`src/rtl/spdif_cs_pkg.sv`:
```
package spdif_cs_pkg;
  localparam int CTRL_W   = 16;
  localparam int CAT_W    = 7;
  localparam int CS_LOW_W = 32;
  localparam int CS_PRO     = 0;
  localparam int CS_NONAUD  = 1;
  localparam int CS_COPY    = 2;
  localparam int CS_EMPH    = 3;
  localparam int CS_CAT_LO  = 8;
  localparam int CS_GEN     = 15;
  localparam int CS_RATE    = 25;

  typedef struct packed {
    logic             en;
    logic             valid_n;
    logic             rsvd;
    logic             rate441;
    logic             gen;
    logic [CAT_W-1:0] cat;
    logic             emph;
    logic             copy_ok;
    logic             non_audio;
    logic             pro;
  } ctrl_t;
endpackage

```
`src/rtl/spdif_cs_regs.sv`:
```
module spdif_cs_regs
  import spdif_cs_pkg::*;
(
  input  logic              clk,
  input  logic              rst,
  input  logic              wr,
  input  logic [CTRL_W-1:0] wdata,
  input  logic              lock,
  output ctrl_t             ctrl_q,
  output logic [CTRL_W-1:0] rdata,
  output logic              en_eff
);
  ctrl_t wr_c;
  ctrl_t ctrl_d;

  assign wr_c = ctrl_t'(wdata);

  always_comb begin
    ctrl_d      = wr ? wr_c : ctrl_q;
    // the lock both blocks a new set and clears a stored enable
    ctrl_d.en   = ctrl_d.en & ~lock;
    ctrl_d.rsvd = 1'b0;
  end

  always_ff @(posedge clk) begin
    if (rst) ctrl_q <= '0;
    else     ctrl_q <= ctrl_d;
  end

  assign en_eff = ctrl_q.en & ~lock;

  always_comb begin
    rdata     = CTRL_W'(ctrl_q);
    rdata[15] = en_eff;
    rdata[13] = 1'b0;
  end
endmodule

```
`src/rtl/spdif_cs_mux.sv`:
```
module spdif_cs_mux
  import spdif_cs_pkg::*;
#(
  parameter int IDX_W  = 8,
  parameter int FRAMES = 192
) (
  input  logic             clk,
  input  logic             rst,
  input  logic             req,
  input  logic [IDX_W-1:0] idx,
  input  ctrl_t            live,
  output logic             cs_bit,
  output logic             v_bit
);
  localparam int LOW_IW = $clog2(CS_LOW_W);
  localparam logic [IDX_W:0] FRAMES_W = FRAMES[IDX_W:0];

  ctrl_t               shadow_q;
  ctrl_t               src;
  logic [CS_LOW_W-1:0] low_map;
  logic                is_start;
  logic                in_low;
  logic                in_block;
  logic                sel_bit;

  assign is_start = (idx == '0);
  assign src      = is_start ? live : shadow_q;
  assign in_low   = (idx[IDX_W-1:LOW_IW] == '0);
  assign in_block = ({1'b0, idx} < FRAMES_W);

  always_comb begin
    low_map            = '0;
    low_map[CS_PRO]    = src.pro;
    low_map[CS_NONAUD] = src.non_audio;
    low_map[CS_COPY]   = src.copy_ok;
    low_map[CS_EMPH]   = src.emph;
    for (int k = 0; k < CAT_W; k++) low_map[CS_CAT_LO+k] = src.cat[k];
    low_map[CS_GEN]    = src.gen;
    low_map[CS_RATE]   = ~src.rate441;
  end

  assign sel_bit = in_block & in_low & low_map[idx[LOW_IW-1:0]];

  always_ff @(posedge clk) begin
    if (rst) begin
      shadow_q <= '0;
      cs_bit   <= 1'b0;
      v_bit    <= 1'b0;
    end else if (req) begin
      if (is_start) shadow_q <= live;
      cs_bit <= sel_bit;
      v_bit  <= src.valid_n;
    end
  end
endmodule

```
`src/rtl/spdif_cs_gen.sv`:
```
module spdif_cs_gen
  import spdif_cs_pkg::*;
#(
  parameter int IDX_W  = 8,
  parameter int FRAMES = 192
) (
  input  logic              clk,
  input  logic              rst,
  input  logic              host_wr,
  input  logic [CTRL_W-1:0] host_wdata,
  output logic [CTRL_W-1:0] host_rdata,
  input  logic              mode_lock,
  input  logic              bit_req,
  input  logic [IDX_W-1:0]  frame_idx,
  output logic              tx_en,
  output logic              cs_bit,
  output logic              v_bit
);
  ctrl_t ctrl_q;

  spdif_cs_regs u_regs (
    .clk(clk), .rst(rst), .wr(host_wr), .wdata(host_wdata), .lock(mode_lock),
    .ctrl_q(ctrl_q), .rdata(host_rdata), .en_eff(tx_en)
  );

  spdif_cs_mux #(.IDX_W(IDX_W), .FRAMES(FRAMES)) u_mux (
    .clk(clk), .rst(rst), .req(bit_req), .idx(frame_idx), .live(ctrl_q),
    .cs_bit(cs_bit), .v_bit(v_bit)
  );
endmodule

```
`config.mk`:
```
export PLATFORM = sky130hd
export DESIGN_NAME = spdif_cs_gen
export DESIGN_NICKNAME = d
export VERILOG_FILES = /design/src/rtl/spdif_cs_pkg.sv /design/src/rtl/spdif_cs_regs.sv /design/src/rtl/spdif_cs_mux.sv /design/src/rtl/spdif_cs_gen.sv
export SDC_FILE = /design/constraint.sdc
export NUM_CORES = 1
export LEC_CHECK = 0
export ABC_AREA = 1
export BUFFER_PORTS_ARGS = -buffer_cell sky130_fd_sc_hd__buf_2
export CAP_MARGIN = 10
export CELL_PAD_IN_SITES_DETAIL_PLACEMENT = 0
export CELL_PAD_IN_SITES_GLOBAL_PLACEMENT = 1
export CORE_ASPECT_RATIO = 1.1
export CORE_MARGIN = 3
export CORE_UTILIZATION = 31
export DETAILED_ROUTE_END_ITERATION = 10
export GPL_ROUTABILITY_DRIVEN = 0
export GPL_TIMING_DRIVEN = 0
export MAX_ROUTING_LAYER = met4
export PLACE_DENSITY_LB_ADDON = 0.25
export SLEW_MARGIN = 20
export SYNTH_ARGS = -nofsm -noshare
export SYNTH_HDL_FRONTEND = slang
export SYNTH_SLANG_ARGS = --single-unit
export TNS_END_PERCENT = 30
```
`constraint.sdc`:
```
create_clock -name clk -period 1.65 [get_ports clk]
set_input_delay 0.495 -clock clk [delete_from_list [all_inputs] [get_ports clk]]
set_output_delay 0.495 -clock clk [all_outputs]
set_load 0.005 [all_outputs]
```
# Yosys cells after proc, flatten, opt, wreduce, memory -nomap -nowiden
# Cells that the tools add are included.
[word_totals] regBits=31 latch_bits=0 ram_bits=0 romBits=0 in_bits=29 output_inout_bits=19 wordCells=34 mem_count=0
[classes] addsub=0 multipliers=0 div_mod_pow=0 order_cmp=2 eq_ne=0 shifts=0 n_mux=4 bitwise_logic=6 n_reduce_logical=3
[op_table] operator="two-way mux 16 bit" n=1
[op_table] operator="two-way mux 15 bit" n=1
[op_table] operator="logical NOT 8 bit" n=1
[op_table] operator="< comparator 8 bit, second input constant" n=1
[op_table] operator="< comparator 5 x 6 -> 1 bit, second input constant" n=1
[op_table] operator="binary-select mux 1 bit (select 5 bit)" n=1
[op_table] operator="AND 1 bit" n=4
[op_table] operator="logical NOT 3 bit" n=1
[op_table] operator="NOT 1 bit" n=2
[op_table] operator="AND reduction 2 bit" n=1
[op_table] operator="two-way mux 1 bit" n=1

# Logic depth before layout (Yosys ltp)
# Gate-level depths: netlist (run 1).
[logic_depth] ltp_word=6 ltp_mapped=14 mapped_depth_nobuf=13

# Cells and area by module
# From an unflattened synthesis (run 1), not the netlist that was laid out.
[unflattened] hier_cells=241 area_unflattened_um2=1630.3
[modules_own_cells] mod="spdif_cs_mux" n_inst=1 cells_each=125 area_per_inst_um2=853.3 seq_area_each_um2=300.3
[modules_own_cells] mod="spdif_cs_regs" n_inst=1 cells_each=116 area_per_inst_um2=777.0 seq_area_each_um2=300.3

# Least setup slack after synthesis (run 1)
# Ideal clock, no wire load.
[synth_timing] kind="input port to flip-flop" from="input port frame_idx[0]" to="register u_mux.cs_bit" setup_ns=0.070 t_arrival_ns=1.547 t_required_ns=1.580 setup_slack_ns=0.032 stages=13 path_buffers=2 cell_sequence="buf_6 > nor2_4 > nand2_4 > nor2_8 > buf_6 > nand2_1 > nand3_1 > nand3_1 > nand3_1 > nand3_1 > nand2_1 > nand2_1 > a21oi_1"
[synth_between] elab_chain_cells=6 elab_cells_between_ends=8 cone_classes="order compare: 1; mux: 3; bitwise: 3; reduce/logical: 1"
[synth_lines] element="from (decl)" line_no="spdif_cs_gen.sv:14" source="input logic [IDX_W-1:0] frame_idx,"
[synth_lines] element="logical NOT 8 bit" line_no="spdif_cs_mux.sv:26" source="assign is_start = (idx == '0);"
[synth_lines] element="two-way mux 15 bit"
[synth_lines] element="NOT 1 bit" line_no="spdif_cs_mux.sv:39" source="low_map[CS_RATE] = ~src.rate441;"
[synth_lines] element="binary-select mux 1 bit (select 5 bit)" line_no="spdif_cs_mux.sv:42" source="assign sel_bit = in_block & in_low & low_map[idx[LOW_IW-1:0]];"
[synth_lines] element="two-way mux 1 bit (not written as such)" line_no="spdif_cs_mux.sv:42"
[synth_lines] element="AND 1 bit (*)" line_no="spdif_cs_mux.sv:42"
[synth_lines] element="to (signal assigned)" line_no="spdif_cs_mux.sv:51" source="cs_bit <= sel_bit;"
[synth_lines] element="to (decl)" line_no="spdif_cs_mux.sv:12" source="output logic cs_bit,"
# Every way passes the cells marked *; elsewhere a longest branch is shown, timed or not. The select of a mux whose other input is x is not followed.
# A chain may end at the register's enable or synchronous reset.

# Worst setup path after layout (run 1)
[layout_timing] from="input port frame_idx[2]" to="register u_mux.cs_bit"
# The elaborated chain is that of the path after synthesis.

==> results of run 1 <==
[registers in the layout (all words and copies together), names as in the netlist]
name and flops:
u_mux.shadow_q 13, u_regs.ctrl_q 15, u_mux.cs_bit 1, u_mux.v_bit 1
[cell type report]
class / instances / area (sq um)
Fill cell: 529 / 2650
Tap cell: 56 / 70.1
Buffer: 25 / 171
Timing Repair Buffer: 51 / 298
Sequential cell: 30 / 601
Clock buffer: 6 / 82.6
Inverter: 16 / 60.1
Multi-Input combinational cell: 144 / 752
[stage by stage]
stage	total power [mW]	setup TNS, ns	setup WS, ns	hold slack, ns	area [sq um]
final	1.55	0	0.0741	0.397	2030
after global routing	1.64	-0.0225	-0.0189	0.395	2030
after CTS	1.56	0	0.0490	0.393	1910
after detailed placement	0.974	-4.43	-0.297	0.461	1810
after global placement	0.973	-4.61	-0.309	0.456	1810
after floorplan	0.889	0	0.0323	0.440	1520
[worst max-delay path, cell delays in order]
cell and delay [ns]:
buf_4 0.14, nor2_4 0.13, nand2_4 0.08, nor2_8 0.15, buf_6 0.13, nand2_1 0.05
nand3_1 0.09, nand3_1 0.08, nand3_1 0.08, nand3_1 0.10, nand2_1 0.09, nand2_2 0.05
a21oi_2 0.12
[logic make-up (layout without fill, tap and decap cells)]
kind of cell / Yosys count / in the layout / share of synthesized area, %
buf+inv: 41 / 98 / 15.3
compound gates: 31 / 31 / 11.5
other cells: 1 / 1 / 0.247
flops: 30 / 30 / 39.6
simple gates: 112 / 112 / 33.5
[power breakdown]
group          internal, mW  switching [mW]  total (mW)
Combinational         0.106           0.107       0.213
Sequential            0.746          0.0178       0.764
Clock                 0.321           0.254       0.575
[cell usage after synthesis]
cell type	count	area, sq um
a21oi_1	15	75.1
nor4_1	1	6.26
buf_2	2	10.0
a211oi_1	6	45.0
dfxtp_1	30	601
a2111oi_0	1	8.76
o21ai_1	3	15.0
nand2_2	1	6.26
nor2_2	1	6.26
inv_1	13	48.8
nand3_1	17	85.1
clkbuf_1	3	11.3
nor3_1	10	50.1
nor2_4	3	33.8
buf_1	2	7.51
o21ai_0	6	30.0
inv_2	2	7.51
buf_6	2	22.5
nor2_1	27	101
buf_4	16	120
nor2_8	1	20.0
nand2_4	1	11.3
clkinv_1	1	3.75
nand2_1	50	188
conb_1	1	3.75
[routing by layer]
layer  share of wire, %  vias up  wire, um  global-route usage [%]
met1                 46      672      1760                    18.3
met5                  0        -         0                       -
met3                5.2        5       199                    3.90
met2                 48       31      1850                    22.2
met4               0.96        0        37                    4.98
li1                   -      792         -                       -
[what timing repair did]
action,in CTS,in global routing
resized for setup,0,27
endpoints found under the hold margin,0,0
endpoints found under the setup margin,2,8
cloned,0,1
pin swaps,1,14
setup buffers,2,4
[final timing paths]
path         slack, ns             start                end
min reg2reg       0.47      u_mux.cs_bit       u_mux.cs_bit
max reg2reg       0.51  u_regs.ctrl_q[6]       u_mux.cs_bit
min               0.40         mode_lock  u_regs.ctrl_q[15]
max               0.07      frame_idx[2]       u_mux.cs_bit
==> impl_results.md, run 1 <==
* Sequential share of the synthesized area at 39.6%
* Syn_area_per_cell at between 7 and 8 sq um
* Slew Viols, Final at 0
* Initial antenna violation count at 0
* Port Buf Inserts at 44
* First-pass GRT wire length at between 6 and 7 mm
* Max-cap violations at 0
* Die ar. at between 5000 and 6000 sq um
* CTS Hold Bufs at 0
* Cell area after synthesis at between 1500 and 2000 sq um
* Worst Skew at around 0.0043 ns
* CTS H-tree lvls at 2
* Root Buffer Master: clkbuf_8
* CTS tree: done
* DRT iter0 DRCs at 64
* Congestion Overflow GR at 0
* Die Y at 79.4 um
* Routed Antenna Nets at 0
* Worst-margin pin slew at roughly 0.63 ns
* Ratio of cells with drive above 1 in the final layout at ~36%
* Most frequent cells in the layout: nand2_1 (46), buf_2 (44), dfxtp_1 (30)
* # diodes at 0
* Gate Count Post-Synth at roughly 220
* Arr. time, crit path at 1.79 ns
* Vias in the first global route at between 1,000 and 1,500
* Critical Path Fanout Max at 5
* Starting Density at about a third
* Endpoints failing setup at 0
* Worst-path clk slew at 0.06 ns
* Area delta synth->final at 34.0%
* Remaining DRCs at 0
* Commonest non-fill, non-tap cell in the layout: nand2_1
* Netlist cell types at 25
* Routed Wire Length at ~3.8 mm
* Non-Filler Instances at between 300 and 400
* Util after Layout at a little over two fifths
* Worst vdd ir at between 0.5 and 0.6 mV
* Lkg Pwr at 0.981 nW
* Largest net degree at the start of global routing at 11
* Nets at 302
* Post-detail-place hpwl at about 2.8 mm
* Register bit total from synthesis at 30
* Pwr/cell area at ~760 nW/um^2
* First drt pass iteration count at 4
* Req. time, crit path at approximately 1.9 ns
* Worst r2r path cells at 8
* Max Buffers Root-to-Sink at 2
* Final hold vios at 0
* DR vias at ~1,500
* Slew HR at approximately 58%
* Dpl cells at 315
* Syn_nets at 244
* Crit Path Class: primary input to register
* Total Routing Usage GR at approximately 14%
* CP startpoint kind: primary input
* Maximum clock frequency at ~630 MHz
* Die Wd at between 70 and 80 um
* Clock buffer count from CTS at 5
* Final period utilization at 95.5%
* Clk Latency, worst-skew pair at ~0.28 ns
* Sinks on Clock Net at 30
* Setup crit end kind: register
* Ys Warns at 0
* Io pins at 48
* DR WL/cell at roughly 12 um
* Vias/cell at ~4.6
* Hold-critical path depth at 2
* Status: finished clean
* Min-delay worst type: primary input to register
* Period minus WS final at approximately 1.6 ns
* Core box area at between 4000 and 5000 sq um
* Row count at 26
(Power assumes the default switching activity.)
==> inputs of run 2 (changes only) <==
--- a/config.mk
+++ b/config.mk
@@ -12,7 +12,7 @@
 export CELL_PAD_IN_SITES_GLOBAL_PLACEMENT = 1
 export CORE_ASPECT_RATIO = 1.1
 export CORE_MARGIN = 3
-export CORE_UTILIZATION = 31
+export CORE_UTILIZATION = 35
 export DETAILED_ROUTE_END_ITERATION = 10
 export GPL_ROUTABILITY_DRIVEN = 0
 export GPL_TIMING_DRIVEN = 0
==> constraint.sdc (replaced) <==
create_clock -name clk -period 1.55 [get_ports clk]
set_input_delay 0.465 -clock clk [delete_from_list [all_inputs] [get_ports clk]]
set_output_delay 0.465 -clock clk [all_outputs]
set_load 0.005 [all_outputs]
==> run 2 against run 1 <==
  * Register-to-register slack worse by 0.05 ns
  * First-iteration DRC count rose by 38%
  * Largest power group unchanged
  * Wire length is 5.0% lower
  * Critical path depth fell by 1
  * Combinational power increased by 9%
  * Worst setup slack worse by 0.039 ns
  * Total power rose by 8.1%
  * Clock skew rose by 0.0034 ns
==> impl_results.md, run 2 (synthesized netlist as in run 1, its figures left out) <==
* CTS tree: done (unchanged)
* Biggest register: u_regs.ctrl_q (unchanged)
* Req. time, crit path at 1.71 ns (was 1.86 ns)
* Die Wd at 68.8 um (was 72.7 um)
* Die ar. at 5160 sq um (was 5770 sq um)
* Max-cap violations at 0 (unchanged)
* Ratio of cells with drive above 1 in the final layout at 39.7% (was 36.4%)
* Fin worst setup slack at 0.0352 ns (was 0.0741 ns)
* Starting Density at 37.2% (was 32.4%)
* Delay-heaviest family, CP: simple AND/OR/NAND/NOR gates (unchanged)
* CTS H-tree lvls at 2 (unchanged)
* Final period utilization at between 90% and 100%
* Worst-path clk slew at 0.06 ns (about the same)
* Sinks on Clock Net at 30 (unchanged)
* Root Buffer Master: clkbuf_8 (unchanged)
* Dpl ws at -0.366 ns (was -0.297 ns)
* Die Y at 75.1 um (was 79.4 um)
* Io pins at 48 (unchanged)
* Commonest non-fill, non-tap cell in the layout: nand2_1 (unchanged)
* Setup crit end kind: register (unchanged)
* Slowest stage delay, CP at 0.19 ns (was 0.15 ns)
* Post-DP Area at 1810 sq um (about the same)
* Clock buffer count from CTS at 5 (unchanged)
* Arr. time, crit path at 1.67 ns (was 1.79 ns)
* Critical path buffers and inverters at 2 (unchanged)
* CTS Hold Bufs at 0 (unchanged)
* Largest net degree at the start of global routing at 11 (unchanged)
* Status: finished clean (unchanged)
* DR WL/cell at 11.3 um (was 11.7 um)
* Core box area at 4080 sq um (was 4680 sq um)
* Fillcell total at 453 (was 529)
* Initial antenna violation count at 0 (unchanged)
* Min-delay worst type: primary input to register (unchanged)
* Critical Path Fanout Max at 6 (was 5)
* Endpoints failing setup at 0 (unchanged)
* Total Routing Usage GR at 16.0% (was 14.5%)
* Worst vdd ir at 0.518 mV (was 0.580 mV)
* Util after Layout at 51.2% (was 43.4%)
* CP max stage cell: o21ai_0 (was nor2_8)
* Worst Skew at 0.00768 ns (was 0.00429 ns)
* Period minus WS final at roughly 1.5 ns
* Crit Path Class: primary input to register (unchanged)
* Regs by FF count: u_regs.ctrl_q: 15 flops, u_mux.shadow_q: 13 flops (unchanged)
* CP startpoint kind: primary input (unchanged)
* CP dominant cell by count: nand3_2 (was nand3_1)
* CP Cell Sequence: buf_6 > nor2_4 > nand2_4 > buf_4 > o21ai_0 > nand3_2 > nand3_1 > nand3_2 > nand3_2 > nand2_1 > nand2_1 > a21oi_2 (was buf_4 > nor2_4 > nand2_4 > nor2_8 > buf_6 > nand2_1 > nand3_1 > nand3_1 > nand3_1 > nand3_1 > nand2_1 > nand2_2 > a21oi_2)
* Maximum clock frequency at about 660 MHz
* Routed Antenna Nets at 0 (unchanged)
* Nets at 300 (was 302)
* Total negative setup slack at 0 ns (unchanged)
* First drt pass iteration count at 4 (unchanged)
* Flip-flop count of the largest register after layout at 15 (unchanged)
* # diodes at 0 (unchanged)
* Lkg Pwr at 1.02 nW (was 0.981 nW)
* Vias/cell at 4.52 (was 4.57)
* Final hold vios at 0 (unchanged)
* Cell area after layout at 2090 sq um (was 2030 sq um)
* Pwr/cell area at 803 nW/um^2 (was 763 nW/um^2)
* Vias in the first global route at 1,266 (was 1,387)
* Non-Filler Instances at 324 (was 328)
* Congestion Overflow GR at 0 (unchanged)
* Clk Latency, worst-skew pair at 0.28 ns (about the same)
* DR vias at 1,464 (was 1,500)
* Remaining DRCs at 0 (unchanged)
* Max Buffers Root-to-Sink at 2 (unchanged)
* Most frequent cells in the layout: nand2_1 (44), buf_2 (40), dfxtp_1 (30) (was nand2_1 (46), buf_2 (44), dfxtp_1 (30))
* Port Buf Inserts at 44 (unchanged)
* DRT iter0 DRCs at 88 (was 64)
* RSZ-0062 raised after global routing: yes
* Area delta synth->final at 37.7% (was 34.0%)
* First-pass GRT wire length at 5.91 mm (was 6.31 mm)
* Post-detail-place hpwl at 2.69 mm (was 2.81 mm)
* Slew Viols, Final at 0 (unchanged)
* Row count at 24 (was 26)
* Dpl cells at 311 (was 315)
* Routed Wire Length at 3.65 mm (was 3.84 mm)
run 2: cell types whose count changed in the layout (fill, tap and decap cells not counted), sizes merged:
cell / delta
buf: -3
clkbuf: +2
clkinv: +1
run 2: area by class of cell:
type                       count  area, sq um  share of cell area [%]
buffer                        24          179                    8.56
inverter                      16         62.6                    2.99
clock buffer                   7         86.3                    4.13
sequential                    30          601                    28.7
timing repair buffer          50          294                    14.1
clock inverter                 1         5.00                   0.240
multi-input combinational    144          797                    38.1
tap                           52         65.1                    3.11
run 2: layer usage:
layer | GRT usage [%] | part of all wire, %
met1 | 20.1 | 46
met2 | 24.5 | 48
met3 | 4.63 | 4.6
met4 | 5.84 | 1.6
met5 | - | 0
run 2: power by group:
group / switching (mW) / total [mW] / internal [mW] / leakage [nW]
Combinational: 0.113 / 0.232 / 0.119 / 0.724
Sequential: 0.0197 / 0.814 / 0.794 / 0.245
Clock: 0.274 / 0.631 / 0.357 / 0.0482
Total: 0.407 / 1.68 / 1.27 / 1.02
run 2: path summary, 6_finish.rpt:
path | cells past startpoint | startpoint | slack, ns | end
max | 12 | frame_idx[1] | 0.04 | u_mux.cs_bit
min | 2 | mode_lock | 0.37 | u_regs.ctrl_q[15]
max reg2reg | 8 | u_regs.ctrl_q[9] | 0.46 | u_mux.cs_bit
min reg2reg | 2 | u_mux.shadow_q[0] | 0.47 | u_mux.shadow_q[0]
run 2: timing repair:
item                       in CTS  in global routing
setup buffers                   1                  4
gates resized for setup         6                 36
pin swaps                       1                 16
gates cloned                    1                  0
setup endpoints to repair      11                 13
run 2: through the flow:
| step | hold slack [ns] | power (mW) |
|---|---|---|
| after floorplan | 0.440 | 0.946 |
| after global placement | 0.453 | 1.03 |
| after detailed placement | 0.459 | 1.03 |
| after CTS | 0.360 | 1.68 |
| after global routing | 0.375 | 1.77 |
| final | 0.366 | 1.68 |
==> inputs of run 3 (changes only) <==
--- a/config.mk
+++ b/config.mk
@@ -5,14 +5,14 @@
 export SDC_FILE = /design/constraint.sdc
 export NUM_CORES = 1
 export LEC_CHECK = 0
-export ABC_AREA = 1
+export ABC_AREA = 0
 export BUFFER_PORTS_ARGS = -buffer_cell sky130_fd_sc_hd__buf_2
 export CAP_MARGIN = 10
 export CELL_PAD_IN_SITES_DETAIL_PLACEMENT = 0
 export CELL_PAD_IN_SITES_GLOBAL_PLACEMENT = 1
 export CORE_ASPECT_RATIO = 1.1
 export CORE_MARGIN = 3
-export CORE_UTILIZATION = 35
+export CORE_UTILIZATION = 36
 export DETAILED_ROUTE_END_ITERATION = 10
 export GPL_ROUTABILITY_DRIVEN = 0
 export GPL_TIMING_DRIVEN = 0
==> run 3 against run 2 <==
  * Via count down 15%
  * Largest cell class unchanged
  * Worst hold slack lost 0.017 ns
  * Total power decreased by 2.5%
  * Wire length fell by 11%
  * Clock skew down 0.0014 ns
  * Flip-flop and latch count stayed put
  * Combinational power is 14% lower
  * Largest power group unchanged
==> impl_results.md, run 3 <==
* DR WL/cell at 12.1 um (was 11.3 um)
* Gate Count Post-Synth at 167 (was 215)
* Post-synth top area cell: dfxtp_1 (unchanged)
* Biggest register: u_regs.ctrl_q (unchanged)
* Commonest non-fill, non-tap cell in the layout: buf_2 (was nand2_1)
* Clk Latency, worst-skew pair at 0.29 ns (was 0.28 ns)
* CTS tree: done (unchanged)
* CTS H-tree lvls at 2 (unchanged)
* Total Routing Usage GR at 15.0% (was 16.0%)
* Ys flop type: dfxtp_1 (unchanged)
* Core box area at 3800 sq um (was 4080 sq um)
* Critical Path Fanout Max at 5 (was 6)
* Vias/cell at 4.64 (was 4.52)
* Nets at 247 (was 300)
* Endpoints failing setup at 0 (unchanged)
* Yosys top cell area share at 40.7% (was 39.6%)
* Slew Viols, Final at 0 (unchanged)
* Min-delay worst type: primary input to register (unchanged)
* Dpl cells at 260 (was 311)
* Hold wc startpoint: mode_lock (unchanged)
* Congestion Overflow GR at 0 (unchanged)
* Area delta synth->final at 26.0% (was 37.7%)
* First drt pass iteration count at 4 (unchanged)
* Lkg Pwr at 0.870 nW (was 1.02 nW)
* Post-DP Area at 1760 sq um (was 1810 sq um)
* Initial antenna violation count at 0 (unchanged)
* Worst vdd ir at 0.624 mV (was 0.518 mV)
* Vias in the first global route at 1,211 (was 1,266)
* First-pass GRT wire length at 5.38 mm (was 5.91 mm)
* Number of synthesized flops with an enable pin at 0 (unchanged)
* Die Wd at 67.0 um (was 68.8 um)
* Routed Antenna Nets at 0 (unchanged)
* Req. time, crit path at 1.75 ns (was 1.71 ns)
* Register bit total from synthesis at 30 (unchanged)
* Largest net degree at the start of global routing at 12 (was 11)
* Hold-critical path depth at 2 (unchanged)
* Ys Warns at 0 (unchanged)
* Routed Wire Length at 3.26 mm (was 3.65 mm)
* Root Buffer Master: clkbuf_8 (unchanged)
* Worst R2R Start: u_mux.shadow_q[2] (was u_regs.ctrl_q[9])
* Area contributors post-synth: dfxtp_1 (41%), mux2i_1 (12%), buf_4 (8.7%) (was dfxtp_1 (40%), nand2_1 (12%), buf_4 (7.9%))
* Regs by FF count: u_regs.ctrl_q: 15 flops, u_mux.shadow_q: 13 flops (unchanged)
* Sinks on Clock Net at 30 (unchanged)
* # diodes at 0 (unchanged)
* Cell area after layout at 1860 sq um (was 2090 sq um)
* CTS Hold Bufs at 0 (unchanged)
* Worst-margin pin slew at 0.521 ns
* Setup crit end kind: register (unchanged)
* Syn_nets at 196 (was 244)
* Post-detail-place hpwl at 2.50 mm (was 2.69 mm)
* Status: finished clean (unchanged)
* Flip-flop count of the largest register after layout at 15 (unchanged)
* Pwr/cell area at 880 nW/um^2 (was 803 nW/um^2)
* RSZ-0062 raised after global routing: yes (unchanged)
* Remaining DRCs at 0 (unchanged)
* Maximum clock frequency at 667 MHz (was 660 MHz)
* Clock buffer count from CTS at 5 (unchanged)
* Most frequent cells after synthesis: dfxtp_1 (30), nand2_1 (30), mux2i_1 (18), buf_4 (17), nor2_1 (16) (was nand2_1 (50), dfxtp_1 (30), nor2_1 (27), nand3_1 (17), buf_4 (16))
* DRT iter0 DRCs at 70 (was 88)
* Syn_area_per_cell at 8.83 sq um (was 7.06 sq um)
* Slew HR at approximately two thirds
* Crit Path Class: primary input to register (unchanged)
* CP startpoint: frame_idx[3] (was frame_idx[1])
* Port Buf Inserts at 43 (was 44)
* Worst Skew at 0.00627 ns (was 0.00768 ns)
* CP startpoint kind: primary input (unchanged)
* Cell area after synthesis at 1480 sq um (was 1520 sq um)
* Starting Density at 38.8% (was 37.2%)
* Share of flip-flops with an asynchronous set or reset at 0% (unchanged)
* Non-Filler Instances at 269 (was 324)
* Worst-path clk slew at 0.07 ns (was 0.06 ns)
* Worst r2r path cells at 3 (was 8)
* Die Y at 73.1 um (was 75.1 um)
* Ratio of cells with drive above 1 in the final layout at 37.9% (was 39.7%)
* DR vias at 1,247 (was 1,464)
* Netlist cell types at 34 (was 25)
* Arr. time, crit path at 1.70 ns (was 1.67 ns)
* Final period utilization at 96.7% (was 97.7%)
* Io pins at 48 (unchanged)
* Period minus WS final at 1.50 ns (was 1.51 ns)
* Max Buffers Root-to-Sink at 2 (unchanged)
* Final hold vios at 0 (unchanged)
* Die ar. at 4900 sq um (was 5160 sq um)
* Sequential share of the synthesized area at 40.7% (was 39.6%)
* Max-cap violations at 0 (unchanged)
* Hold Slack at 0.349 ns (was 0.366 ns)
* Row count at 23 (was 24)
* Most frequent cells in the layout: buf_2 (46), nand2_1 (30), dfxtp_1 (30) (was nand2_1 (44), buf_2 (40), dfxtp_1 (30))
-- run 3: changes by cell type after synthesis, moves of 3 or more --
| cell | change |
|---|---|
| nor3_1 | -9 |
| nor2_1 | -11 |
| o21ai_0 | -6 |
| o21ai_1 | -3 |
| nor2_4 | -3 |
| nand3_1 | -16 |
| nand2_1 | -20 |
| mux2i_1 | +18 |
| nor2b_1 | +3 |
| a211oi_1 | -6 |
| inv_1 | -10 |
-- run 3: per-stage QoR --
step | total power, mW | setup TNS [ns] | setup slack [ns] | utilization (%)
floorplan | 0.945 | 0 | 0.00841 | -
CTS | 1.65 | 0 | 0.0329 | 48.7
global placement | 1.02 | -3.49 | -0.305 | 46.3
finish | 1.64 | 0 | 0.0514 | 48.9
global route | 1.70 | -0.0290 | -0.0290 | 48.9
detailed placement | 1.03 | -3.90 | -0.300 | 46.3
-- run 3: worst paths after layout --
check	to	slack [ns]
setup / recovery	u_mux.cs_bit	0.05
hold / removal	u_regs.ctrl_q[15]	0.35
setup reg to reg	u_mux.cs_bit	0.29
hold reg to reg	u_mux.shadow_q[10]	0.45
-- run 3: layout make-up --
class                           instances  area, sq um
Buffer                                 26          174
Multi-Input combinational cell        108          698
Clock inverter                          3         21.3
Inverter                                3         11.3
Sequential cell                        30          601
Timing Repair Buffer                   44          223
Clock buffer                            5         68.8
Fill cell                             396         1940
Tap cell                               50         62.6
-- run 3: what timing repair did --
item	in CTS	in global routing
setup endpoints to repair	1	11
setup buffers	0	1
cloned	0	0
pin swaps	0	2
gates resized for setup	1	1
-- run 3: where the power goes --
group          internal, mW  switching (mW)
combinational         0.108          0.0913
sequential            0.794          0.0185
clock                 0.314           0.310
total                  1.22           0.420
-- run 3: critical path, cell delays in order --
cell and delay, ns:
buf_2 0.13, nor3_4 0.30, nand3_4 0.15, mux2_4 0.32, o221a_1 0.24, o32ai_2 0.08
-- run 3: cell families (layout without fill, tap and decap cells) --
| family | count (synthesis) | count (layout) | share of synthesized area, % |
|---|---|---|---|
| compound gates | 24 | 24 | 10.8 |
| buf+inv | 29 | 81 | 12.5 |
| flops | 30 | 30 | 40.7 |
| mux | 21 | 21 | 14.8 |
| other cells | 1 | 1 | 0.254 |
| simple gates | 62 | 62 | 21.0 |
-- run 3: per-layer routing --
layer	vias to the layer above	global-route usage (%)	wire length (um)
met1	562	17.0	1410
met2	29	24.5	1630
met5	-	-	0
met4	0	6.08	53
li1	651	-	-
met3	5	4.62	168
